==> src/rtl/xlat_pkg.sv <==
package xlat_pkg;
  localparam int VA_W      = 32;
  localparam int PAGE_BITS = 12;
  localparam int ASID_W    = 8;
  localparam int VPN_W     = VA_W - PAGE_BITS;
  localparam int PROT_W    = 2;
  localparam int CTL_W     = 4;

  // control register bit positions
  localparam int CTL_EN    = 0;
  localparam int CTL_FLUSH = 1;
  localparam int CTL_SVM   = 2;
  localparam int CTL_IDX   = 3;

  // protection field bit positions
  localparam int PROT_WR   = 0;
  localparam int PROT_PRIV = 1;

  localparam logic [2:0] SEG_FIX_C = 3'b100;
  localparam logic [2:0] SEG_FIX_U = 3'b101;

  typedef enum logic [1:0] {
    EXC_NONE    = 2'd0,
    EXC_MISS    = 2'd1,
    EXC_PROT_RD = 2'd2,
    EXC_PROT_WR = 2'd3
  } exc_e;

  typedef enum logic [1:0] {
    RGN_MAPPED = 2'd0,
    RGN_FIX_C  = 2'd1,
    RGN_FIX_U  = 2'd2
  } rgn_e;

  typedef struct packed {
    logic              valid;
    logic [VPN_W-1:0]  vpn;
    logic [ASID_W-1:0] asid;
    logic [VPN_W-1:0]  ppn;
    logic              shared;
    logic              c;
    logic [PROT_W-1:0] prot;
  } tlb_entry_t;

  function automatic rgn_e f_region(input logic [VA_W-1:0] va);
    if (va[VA_W-1 -: 3] == SEG_FIX_C)      return RGN_FIX_C;
    else if (va[VA_W-1 -: 3] == SEG_FIX_U) return RGN_FIX_U;
    else                                   return RGN_MAPPED;
  endfunction

  function automatic logic [VA_W-1:0] f_bypass_pa(input logic [VA_W-1:0] va);
    return {3'b000, va[VA_W-4:0]};
  endfunction

  function automatic logic f_entry_hit(input tlb_entry_t e,
                                       input logic [VPN_W-1:0] vpn,
                                       input logic [ASID_W-1:0] asid,
                                       input logic svm);
    return e.valid && (e.vpn == vpn) && (svm || e.shared || (e.asid == asid));
  endfunction

  function automatic logic f_prot_fault(input tlb_entry_t e, input logic priv,
                                        input logic wr, input logic svm);
    return (!priv && e.prot[PROT_PRIV]) ||
           (wr && !e.prot[PROT_WR]) ||
           (svm && !e.shared && !priv);
  endfunction
endpackage

==> src/rtl/xlat_rr_ctr.sv <==
module xlat_rr_ctr #(
  parameter int N_ENT = 8,
  localparam int IDX_W = $clog2(N_ENT)
) (
  input  logic             clk,
  input  logic             rst_n,
  input  logic             clr,
  input  logic             adv,
  output logic [IDX_W-1:0] ptr
);
  localparam logic [IDX_W-1:0] LAST = IDX_W'(N_ENT - 1);

  always_ff @(posedge clk or negedge rst_n) begin
    if (!rst_n)      ptr <= '0;
    else if (clr)    ptr <= '0;
    else if (adv)    ptr <= (ptr == LAST) ? '0 : ptr + 1'b1;
  end


  rr_advance_chk: assert property (@(posedge clk) disable iff (!rst_n)
    (adv && !clr) |=> (ptr == (($past(ptr) == LAST) ? '0 : $past(ptr) + 1'b1)));


  rr_clear_chk: assert property (@(posedge clk) disable iff (!rst_n)
    clr |=> (ptr == '0));
endmodule

==> src/rtl/xlat_entry_store.sv <==
module xlat_entry_store
  import xlat_pkg::*;
#(
  parameter int N_ENT = 8,
  localparam int IDX_W = $clog2(N_ENT)
) (
  input  logic             clk,
  input  logic             rst_n,
  input  logic             flush,
  input  logic             ld_we,
  input  logic [IDX_W-1:0] ld_idx,
  input  tlb_entry_t       ld_ent,
  input  logic             mm_we,
  input  logic [IDX_W-1:0] mm_idx,
  input  tlb_entry_t       mm_ent,
  output tlb_entry_t       ent_arr [N_ENT],
  output logic [N_ENT-1:0] valid_vec
);
  always_ff @(posedge clk or negedge rst_n) begin
    if (!rst_n) begin
      for (int i = 0; i < N_ENT; i++) ent_arr[i] <= '0;
    end else begin
      for (int i = 0; i < N_ENT; i++) begin
        if (flush)                                ent_arr[i].valid <= 1'b0;
        else if (ld_we && ld_idx == IDX_W'(i))   ent_arr[i] <= ld_ent;
        else if (mm_we && mm_idx == IDX_W'(i))   ent_arr[i] <= mm_ent;
      end
    end
  end

  always_comb begin
    for (int i = 0; i < N_ENT; i++) valid_vec[i] = ent_arr[i].valid;
  end


  flush_empty_chk: assert property (@(posedge clk) disable iff (!rst_n)
    flush |=> (valid_vec == '0));


  load_sets_valid_chk: assert property (@(posedge clk) disable iff (!rst_n)
    (ld_we && !flush) |=> valid_vec[$past(ld_idx)]);
endmodule

==> src/rtl/xlat_match.sv <==
module xlat_match
  import xlat_pkg::*;
#(
  parameter int N_ENT = 8,
  localparam int IDX_W = $clog2(N_ENT)
) (
  input  logic              clk,
  input  logic              rst_n,
  input  tlb_entry_t        ent_arr [N_ENT],
  input  logic [VPN_W-1:0]  vpn,
  input  logic [ASID_W-1:0] asid,
  input  logic              svm,
  output logic              hit,
  output logic [IDX_W-1:0]  hit_idx,
  output tlb_entry_t        hit_ent
);
  logic [N_ENT-1:0] match_vec;
  logic [N_ENT-1:0] grant;

  for (genvar g = 0; g < N_ENT; g++) begin : g_cmp
    assign match_vec[g] = f_entry_hit(ent_arr[g], vpn, asid, svm);
  end

  always_comb begin
    grant   = '0;
    hit     = 1'b0;
    hit_idx = '0;
    for (int i = 0; i < N_ENT; i++) begin
      if (match_vec[i] && !hit) begin
        grant[i] = 1'b1;
        hit      = 1'b1;
        hit_idx  = IDX_W'(i);
      end
    end
  end

  assign hit_ent = ent_arr[hit_idx];


  single_grant_chk: assert property (@(posedge clk) disable iff (!rst_n)
    $onehot0(grant) && (hit == (match_vec != '0)) && ((grant & match_vec) == grant));


  lowest_wins_chk: assert property (@(posedge clk) disable iff (!rst_n)
    hit |-> ((match_vec & ((N_ENT'(1) << hit_idx) - 1'b1)) == '0));
endmodule

==> src/rtl/xlat_tlb.sv <==
module xlat_tlb
  import xlat_pkg::*;
#(
  parameter int N_ENT = 8,
  localparam int IDX_W = $clog2(N_ENT)
) (
  input  logic              clk,
  input  logic              rst_n,
  input  logic              lk_valid,
  input  logic [31:0]       lk_vaddr,
  input  logic [7:0]        lk_asid,
  input  logic              lk_priv,
  input  logic              lk_write,
  output logic              rs_valid,
  output logic [31:0]       rs_paddr,
  output logic              rs_cacheable,
  output logic [1:0]        rs_exc,
  output logic [31:0]       fault_vaddr,
  input  logic              ctl_we,
  input  logic [3:0]        ctl_wdata,
  output logic [3:0]        ctl_rdata,
  input  logic              stg_we,
  input  logic [19:0]       stg_vpn,
  input  logic [7:0]        stg_asid,
  input  logic [19:0]       stg_ppn,
  input  logic              stg_shared,
  input  logic              stg_c,
  input  logic [1:0]        stg_prot,
  input  logic              ld_cmd,
  input  logic [IDX_W-1:0]  mm_idx,
  input  logic              mm_we,
  input  logic              mm_wvalid,
  input  logic [19:0]       mm_wvpn,
  input  logic [7:0]        mm_wasid,
  input  logic [19:0]       mm_wppn,
  input  logic              mm_wshared,
  input  logic              mm_wc,
  input  logic [1:0]        mm_wprot,
  output logic              mm_rvalid,
  output logic [19:0]       mm_rvpn,
  output logic [7:0]        mm_rasid,
  output logic [19:0]       mm_rppn,
  output logic              mm_rshared,
  output logic              mm_rc,
  output logic [1:0]        mm_rprot
);
  // control state
  logic ctl_en, ctl_svm, ctl_idx;
  logic flush_req;

  assign flush_req = ctl_we && ctl_wdata[CTL_FLUSH];

  always_ff @(posedge clk or negedge rst_n) begin
    if (!rst_n) begin
      ctl_en  <= 1'b0;
      ctl_svm <= 1'b0;
      ctl_idx <= 1'b0;
    end else if (ctl_we) begin
      ctl_en  <= ctl_wdata[CTL_EN];
      ctl_svm <= ctl_wdata[CTL_SVM];
      ctl_idx <= ctl_wdata[CTL_IDX];
    end
  end

  always_comb begin
    ctl_rdata            = '0;
    ctl_rdata[CTL_EN]    = ctl_en;
    ctl_rdata[CTL_SVM]   = ctl_svm;
    ctl_rdata[CTL_IDX]   = ctl_idx;
  end

  // staging register
  tlb_entry_t stage_q;
  always_ff @(posedge clk or negedge rst_n) begin
    if (!rst_n) stage_q <= '0;
    else if (stg_we) begin
      stage_q.valid  <= 1'b1;
      stage_q.vpn    <= stg_vpn;
      stage_q.asid   <= stg_asid;
      stage_q.ppn    <= stg_ppn;
      stage_q.shared <= stg_shared;
      stage_q.c      <= stg_c;
      stage_q.prot   <= stg_prot;
    end
  end

  tlb_entry_t ld_ent, mm_ent;
  always_comb begin
    ld_ent       = stage_q;
    ld_ent.valid = 1'b1;
    mm_ent       = '{valid: mm_wvalid, vpn: mm_wvpn, asid: mm_wasid, ppn: mm_wppn,
                     shared: mm_wshared, c: mm_wc, prot: mm_wprot};
  end

  // replacement pointer
  logic [IDX_W-1:0] rr_ptr;
  logic             ld_go;
  assign ld_go = ld_cmd && !flush_req;

  xlat_rr_ctr #(.N_ENT(N_ENT)) u_rr (
    .clk(clk), .rst_n(rst_n), .clr(flush_req), .adv(ld_go), .ptr(rr_ptr)
  );

  // entry array
  tlb_entry_t       ent_arr [N_ENT];
  logic [N_ENT-1:0] valid_vec;

  xlat_entry_store #(.N_ENT(N_ENT)) u_store (
    .clk(clk), .rst_n(rst_n), .flush(flush_req),
    .ld_we(ld_cmd), .ld_idx(rr_ptr), .ld_ent(ld_ent),
    .mm_we(mm_we), .mm_idx(mm_idx), .mm_ent(mm_ent),
    .ent_arr(ent_arr), .valid_vec(valid_vec)
  );

  tlb_entry_t rd_ent;
  assign rd_ent     = ent_arr[mm_idx];
  assign mm_rvalid  = rd_ent.valid;
  assign mm_rvpn    = rd_ent.vpn;
  assign mm_rasid   = rd_ent.asid;
  assign mm_rppn    = rd_ent.ppn;
  assign mm_rshared = rd_ent.shared;
  assign mm_rc      = rd_ent.c;
  assign mm_rprot   = rd_ent.prot;

  // lookup
  logic             hit;
  logic [IDX_W-1:0] hit_idx;
  tlb_entry_t       hit_ent;

  xlat_match #(.N_ENT(N_ENT)) u_match (
    .clk(clk), .rst_n(rst_n), .ent_arr(ent_arr),
    .vpn(lk_vaddr[VA_W-1:PAGE_BITS]), .asid(lk_asid), .svm(ctl_svm),
    .hit(hit), .hit_idx(hit_idx), .hit_ent(hit_ent)
  );

  rgn_e             rgn_now;
  exc_e             exc_now;
  logic [VA_W-1:0]  pa_now;
  logic             c_now;

  assign rgn_now = f_region(lk_vaddr);

  always_comb begin
    exc_now = EXC_NONE;
    pa_now  = '0;
    c_now   = 1'b0;
    if (rgn_now != RGN_MAPPED) begin
      pa_now = f_bypass_pa(lk_vaddr);
      c_now  = (rgn_now == RGN_FIX_C);
    end else if (!ctl_en) begin
      pa_now = lk_vaddr;
      c_now  = 1'b1;
    end else if (!hit) begin
      exc_now = EXC_MISS;
    end else if (f_prot_fault(hit_ent, lk_priv, lk_write, ctl_svm)) begin
      exc_now = lk_write ? EXC_PROT_WR : EXC_PROT_RD;
    end else begin
      pa_now = {hit_ent.ppn, lk_vaddr[PAGE_BITS-1:0]};
      c_now  = hit_ent.c;
    end
  end

  always_ff @(posedge clk or negedge rst_n) begin
    if (!rst_n) begin
      rs_valid     <= 1'b0;
      rs_paddr     <= '0;
      rs_cacheable <= 1'b0;
      rs_exc       <= '0;
      fault_vaddr  <= '0;
    end else begin
      rs_valid <= lk_valid;
      if (lk_valid) begin
        rs_paddr     <= pa_now;
        rs_cacheable <= c_now;
        rs_exc       <= exc_now;
        if (exc_now != EXC_NONE) fault_vaddr <= lk_vaddr;
      end
    end
  end


  disabled_pass_chk: assert property (@(posedge clk) disable iff (!rst_n)
    (lk_valid && !ctl_en && rgn_now == RGN_MAPPED)
      |=> (rs_exc == EXC_NONE && rs_paddr == $past(lk_vaddr) && rs_cacheable));


  fixed_bypass_chk: assert property (@(posedge clk) disable iff (!rst_n)
    (lk_valid && rgn_now != RGN_MAPPED)
      |=> (rs_exc == EXC_NONE && rs_paddr[VA_W-1:VA_W-3] == 3'b000 &&
           rs_paddr[VA_W-4:0] == $past(lk_vaddr[VA_W-4:0])));


  miss_code_chk: assert property (@(posedge clk) disable iff (!rst_n)
    (lk_valid && ctl_en && rgn_now == RGN_MAPPED && !hit) |=> (rs_exc == EXC_MISS));


  fault_latch_chk: assert property (@(posedge clk) disable iff (!rst_n)
    (lk_valid && exc_now != EXC_NONE) |=> (fault_vaddr == $past(lk_vaddr)));


  result_timing_chk: assert property (@(posedge clk) disable iff (!rst_n)
    !lk_valid |=> !rs_valid);


  flush_reads_zero_chk: assert property (@(posedge clk) disable iff (!rst_n)
    ctl_rdata[CTL_FLUSH] == 1'b0);
endmodule

==> config.mk <==
export PLATFORM = sky130hd
export DESIGN_NAME = xlat_tlb
export DESIGN_NICKNAME = d
export VERILOG_FILES = /design/src/rtl/xlat_pkg.sv /design/src/rtl/xlat_rr_ctr.sv /design/src/rtl/xlat_entry_store.sv /design/src/rtl/xlat_match.sv /design/src/rtl/xlat_tlb.sv
export SDC_FILE = /design/constraint.sdc
export NUM_CORES = 2
export LEC_CHECK = 0
export CAP_MARGIN = 25
export CORE_MARGIN = 2
export CORE_UTILIZATION = 55
export DETAILED_ROUTE_END_ITERATION = 12
export GPL_TIMING_DRIVEN = 0
export PLACE_DENSITY = 0.86
export SLEW_MARGIN = 20
export SYNTH_ARGS = -nofsm -noshare
export SYNTH_HDL_FRONTEND = slang
export SYNTH_HIERARCHICAL = 1
export SYNTH_SLANG_ARGS = --single-unit
==> constraint.sdc <==
create_clock -name clk -period 10.8 [get_ports clk]
set_input_delay 2.16 -clock clk [delete_from_list [all_inputs] [get_ports clk]]
set_output_delay 2.16 -clock clk [all_outputs]
set_load 0.03 [all_outputs]
* After elaboration in Yosys (flattened, before gate mapping)
Cells that the tools add are included.
Cells by class: $add $sub $neg 1, order comparisons 2, equality and inequality tests 33, multiplexer cells 63, bitwise gates (word level) 3, reductions and logical operators 104
Operators by type and width (number):
- $mux 53 | 18
- $bmux 53 s3 | 2
- $eq 20x20->1 | 8
- $mux 32 | 4
- $eq 8x8->1 | 8
- $mux 24 | 2
- $logic_and 1x1->1 | 45
- $eq 3x3->1 const B | 10
- $reduce_bool 3->1 | 8
- $mux 1 | 22
- $reduce_bool 2->1 | 11
- $mux 3 | 7
- $logic_or 1x1->1 | 18
- $reduce_and 2->1 | 9
- $mux 2 | 8
- $eq 3x2->1 const B | 4
- $logic_not 1->1 | 11
- $ge 4x4->1 const B | 2
- $not 3->4 | 2
- $eq 3x1->1 const B | 2
- $logic_not 3->1 | 2
- $add 3x1->3 const B | 1
- $eq 2x1->1 const B | 1
- $not 1->1 | 1
Word-level totals: register bits after elaboration 550, input port bits 161, output and inout bits 125, logic and storage cells 277

* Depth between registers and ports, before layout
depth in word-level cells 39, depth in mapped cells 18, gate-level depth less buffers 13

* By module
The synthesis kept the hierarchy.
By module, submodules not included:
- xlat_entry_store | times used 1, cells each 1691, area an instance 18606.6 µm², seq. area each 10610.2 µm²
- xlat_tlb | times used 1, cells each 516, area an instance 8310.5 µm², seq. area each 3078.0 µm²
- xlat_match | times used 1, cells each 790, area an instance 6503.7 µm², seq. area each 0.0 µm²
- xlat_rr_ctr | times used 1, cells each 13, area an instance 156.4 µm², seq. area each 75.1 µm²

* Worst setup path before layout
No wires, ideal clock.
kind in2reg, from in lk_vaddr[17], to reg fault_vaddr[0], setup time 125 ps, arrival 5775 ps, required time 10675 ps, slack 4900 ps, stages 16, path buffers 3, cell sequence buf_2 -> xor2_1 -> nor4_1 -> nand4_1 -> or4_4 -> a21boi_0 -> o21ai_1 -> a211oi_2 -> clkbuf_1 -> a22o_1 -> a211oi_1 -> or3b_1 -> o2111ai_2 -> nand2_2 -> buf_6 -> mux2_4
RTL lines:
- start: declaration | line xlat_tlb.sv:10 | input logic [31:0] lk_vaddr,
- end signal: assignment | line xlat_tlb.sv:176 | if (exc_now != EXC_NONE) fault_vaddr <= lk_vaddr;
- end: declaration | line xlat_tlb.sv:18 | output logic [31:0] fault_vaddr,

==> results.cfg <==
[status]
outcome = finished clean

[setup_path]
cp.arrival_ns = 8.55
start_kind = input port
critPathKind = in2reg
end_kind = flop
crit_required_ns = 11.31
path_buf_inv = 4
crit_family = simple AND/OR/NAND/NOR gates
crit_chain = clkdlybuf4s50_1 -> buf_2 -> xor2_1 -> nor4_1 -> nand4_1 -> or4_1 -> nand2_1 -> o21bai_2 -> a211oi_2 -> clkbuf_1 -> a22o_1 -> a211oi_1 -> or3b_1 -> o2111ai_2 -> nand2_2 -> buf_6 -> mux2_4
setup.worst_path.start = lk_vaddr[17]
cpMaxStageDelayCell = nor4_1
crit_fanout = 10
crit_path_max_incr_delay_ns = 0.84
r2r-start = u_store/ent_arr[302]

[clock_network]
clock_latency_ns = 0.65
cts_buffers = 59
cts_buffer_depth = 3
cts-root-buf = clkbuf_16
cts_hold_buf = 0
htreeDepth = 2
cts.sinks = 550
post_cts_buffers = 0
cts_resized = 0
cts_tree = done
clk_pin_slew_ns = 0.06

[timing]
hold_viol_final = 0
slew-limit-headroom_pct = 22.9
fin_crit_sh_pct = 74.5
finalCriticalPeriod_ns = 8.04
max_freq_mhz = 124
timing.hold.ws_ns = 0.506
setup_viol = 0
tns_ns = 0
rsz0062_at_grt = no
drv_slew = 0
worst_clock_skew_ns = 0.0185
worstMarginPinSlew_ns = 1.15

[floorplanning]
die_w_um = 244
die_y_um = 244
coreArea_mm2 = 0.0566
num_rows = 87
start_util_pct = 55.8
dieArea_mm2 = 0.0594
io_pins = 286

[flow_run]
max-cap-violations = 0

[drt]
postRouteAntennaNets = 0
first_pass_iters = 8
wl_per_cell_um = 33.0
viasPerCell = 7.17
drt_first_iter_violations = 4757
wl_mm = 130
via_count = 28175
drc_errors = 0

[logic_synthesis]
yosys_warnings = 6
syn-num-nets = 2941
synth_cells = 2778
synth.cell_area_mm2 = 0.0316
avgSynthCellArea_um2 = 11.4

[global_routing]
overflow = 0
grt_max_degree = 103
grt_util_all_layers_pct = 43.0
grt_pass1_vias = 27915
grt_pass1_wl_mm = 188
antenna_found_initial = 6

[placement]
dp_hpwl_mm = 90.2
numPortBuffers = 274
place_congestion = 1.03

[power_and_ir_drop]
power.leakage_nw = 15.6
pwr-share-seq_pct = 40.3
power_density_mw_per_mm2 = 221
internal_power_mw = 5.34
switching_share_pct = 35.6
comb_power_share_pct = 34.3
irDropWorstVdd_mv = 0.141
p_sw_mw = 2.95
clock_power_share_pct = 25.4

[finish]
finalNetCount = 3283
final_util_pct = 66.2
syn_to_final_growth_pct = 18.5
final_common_cell = dfrtp_1
layout-drive-gt1-share_pct = 15.0
mostFrequentLayoutCells = dfrtp_1, nor2_1, a221o_1

[hold_path]
hold_class = reg2reg
worstHoldStart = ld_ent[36]
-- worst reg2reg max path: cells and delay by family, from the launching register on --
| kind | cells | cell delay, ns |
|---|---|---|
| buffers and inverters | 2 | 0.87 |
| DFF | 1 | 0.40 |
| AOI/OAI and AO/OA | 5 | 1.37 |
| xor gates and xnor gates | 1 | 0.19 |
| muxes | 1 | 0.31 |
| and+or+nand+nor | 6 | 2.72 |
-- per-stage QoR --
step,power [mW],setup WS (ns),instance area [um^2],cells
global route,8.52,2.95,37400,3923
floorplan,4.97,4.97,31600,2778
detailed placement,6.07,2.68,35400,3813
finish,8.28,2.76,37400,3928
global placement,5.96,-16.36,35300,3808
CTS,8.17,3.14,37400,3921
-- state kept, by name, summed over array words and instances, names as in the netlist --
name,cells
ctl_svm,1
u_store/ent_arr,424
rs_cacheable,1
rs_paddr,32
ld_ent,52
rs_valid,1
ctl_en,1
u_rr/ptr,3
fault_vaddr,32
ctl_idx,1
rs_exc,2
-- power by group through the flow --
stage          sequential (mW)  clock [mW]  combinational (mW)
2_1_floorplan             3.18           0                1.79
3_3_place_gp              3.29           0                2.68
3_5_place_dp              3.33           0                2.74
4_1_cts                   3.30        2.11                2.76
5_1_grt                   3.39        2.19                2.93
6_report                  3.34        2.11                2.84
-- worst paths after layout --
check	slack, ns	cells past startpoint	end
max	2.76	17	fault_vaddr[5]
min	0.51	1	ld_ent[36]
max reg2reg	4.83	15	fault_vaddr[5]
min reg2reg	0.51	1	ld_ent[36]
max in group asynchronous	7.50	4	u_store/ent_arr[90]
min in group asynchronous	1.45	1	u_store/ent_arr[119]
-- metal layers --
metal	vias to the layer above	track usage (%)	wire length [um]
met5	-	0	39
met4	6	26.5	10400
met3	705	16.8	20100
met2	2631	62.3	54600
met1	13757	54.0	44700
li1	11076	-	-
-- area by class of cell --
class	count	area, um^2
antenna	5	12.5
buffer	379	1850
clock buffer	91	1740
multi-input combinational	1843	16000
inverter	6	22.5
fill	4347	19200
clock inverter	17	238
tap	756	946
sequential	550	13800
timing repair buffer	281	2900
(Power assumes the default switching activity.)
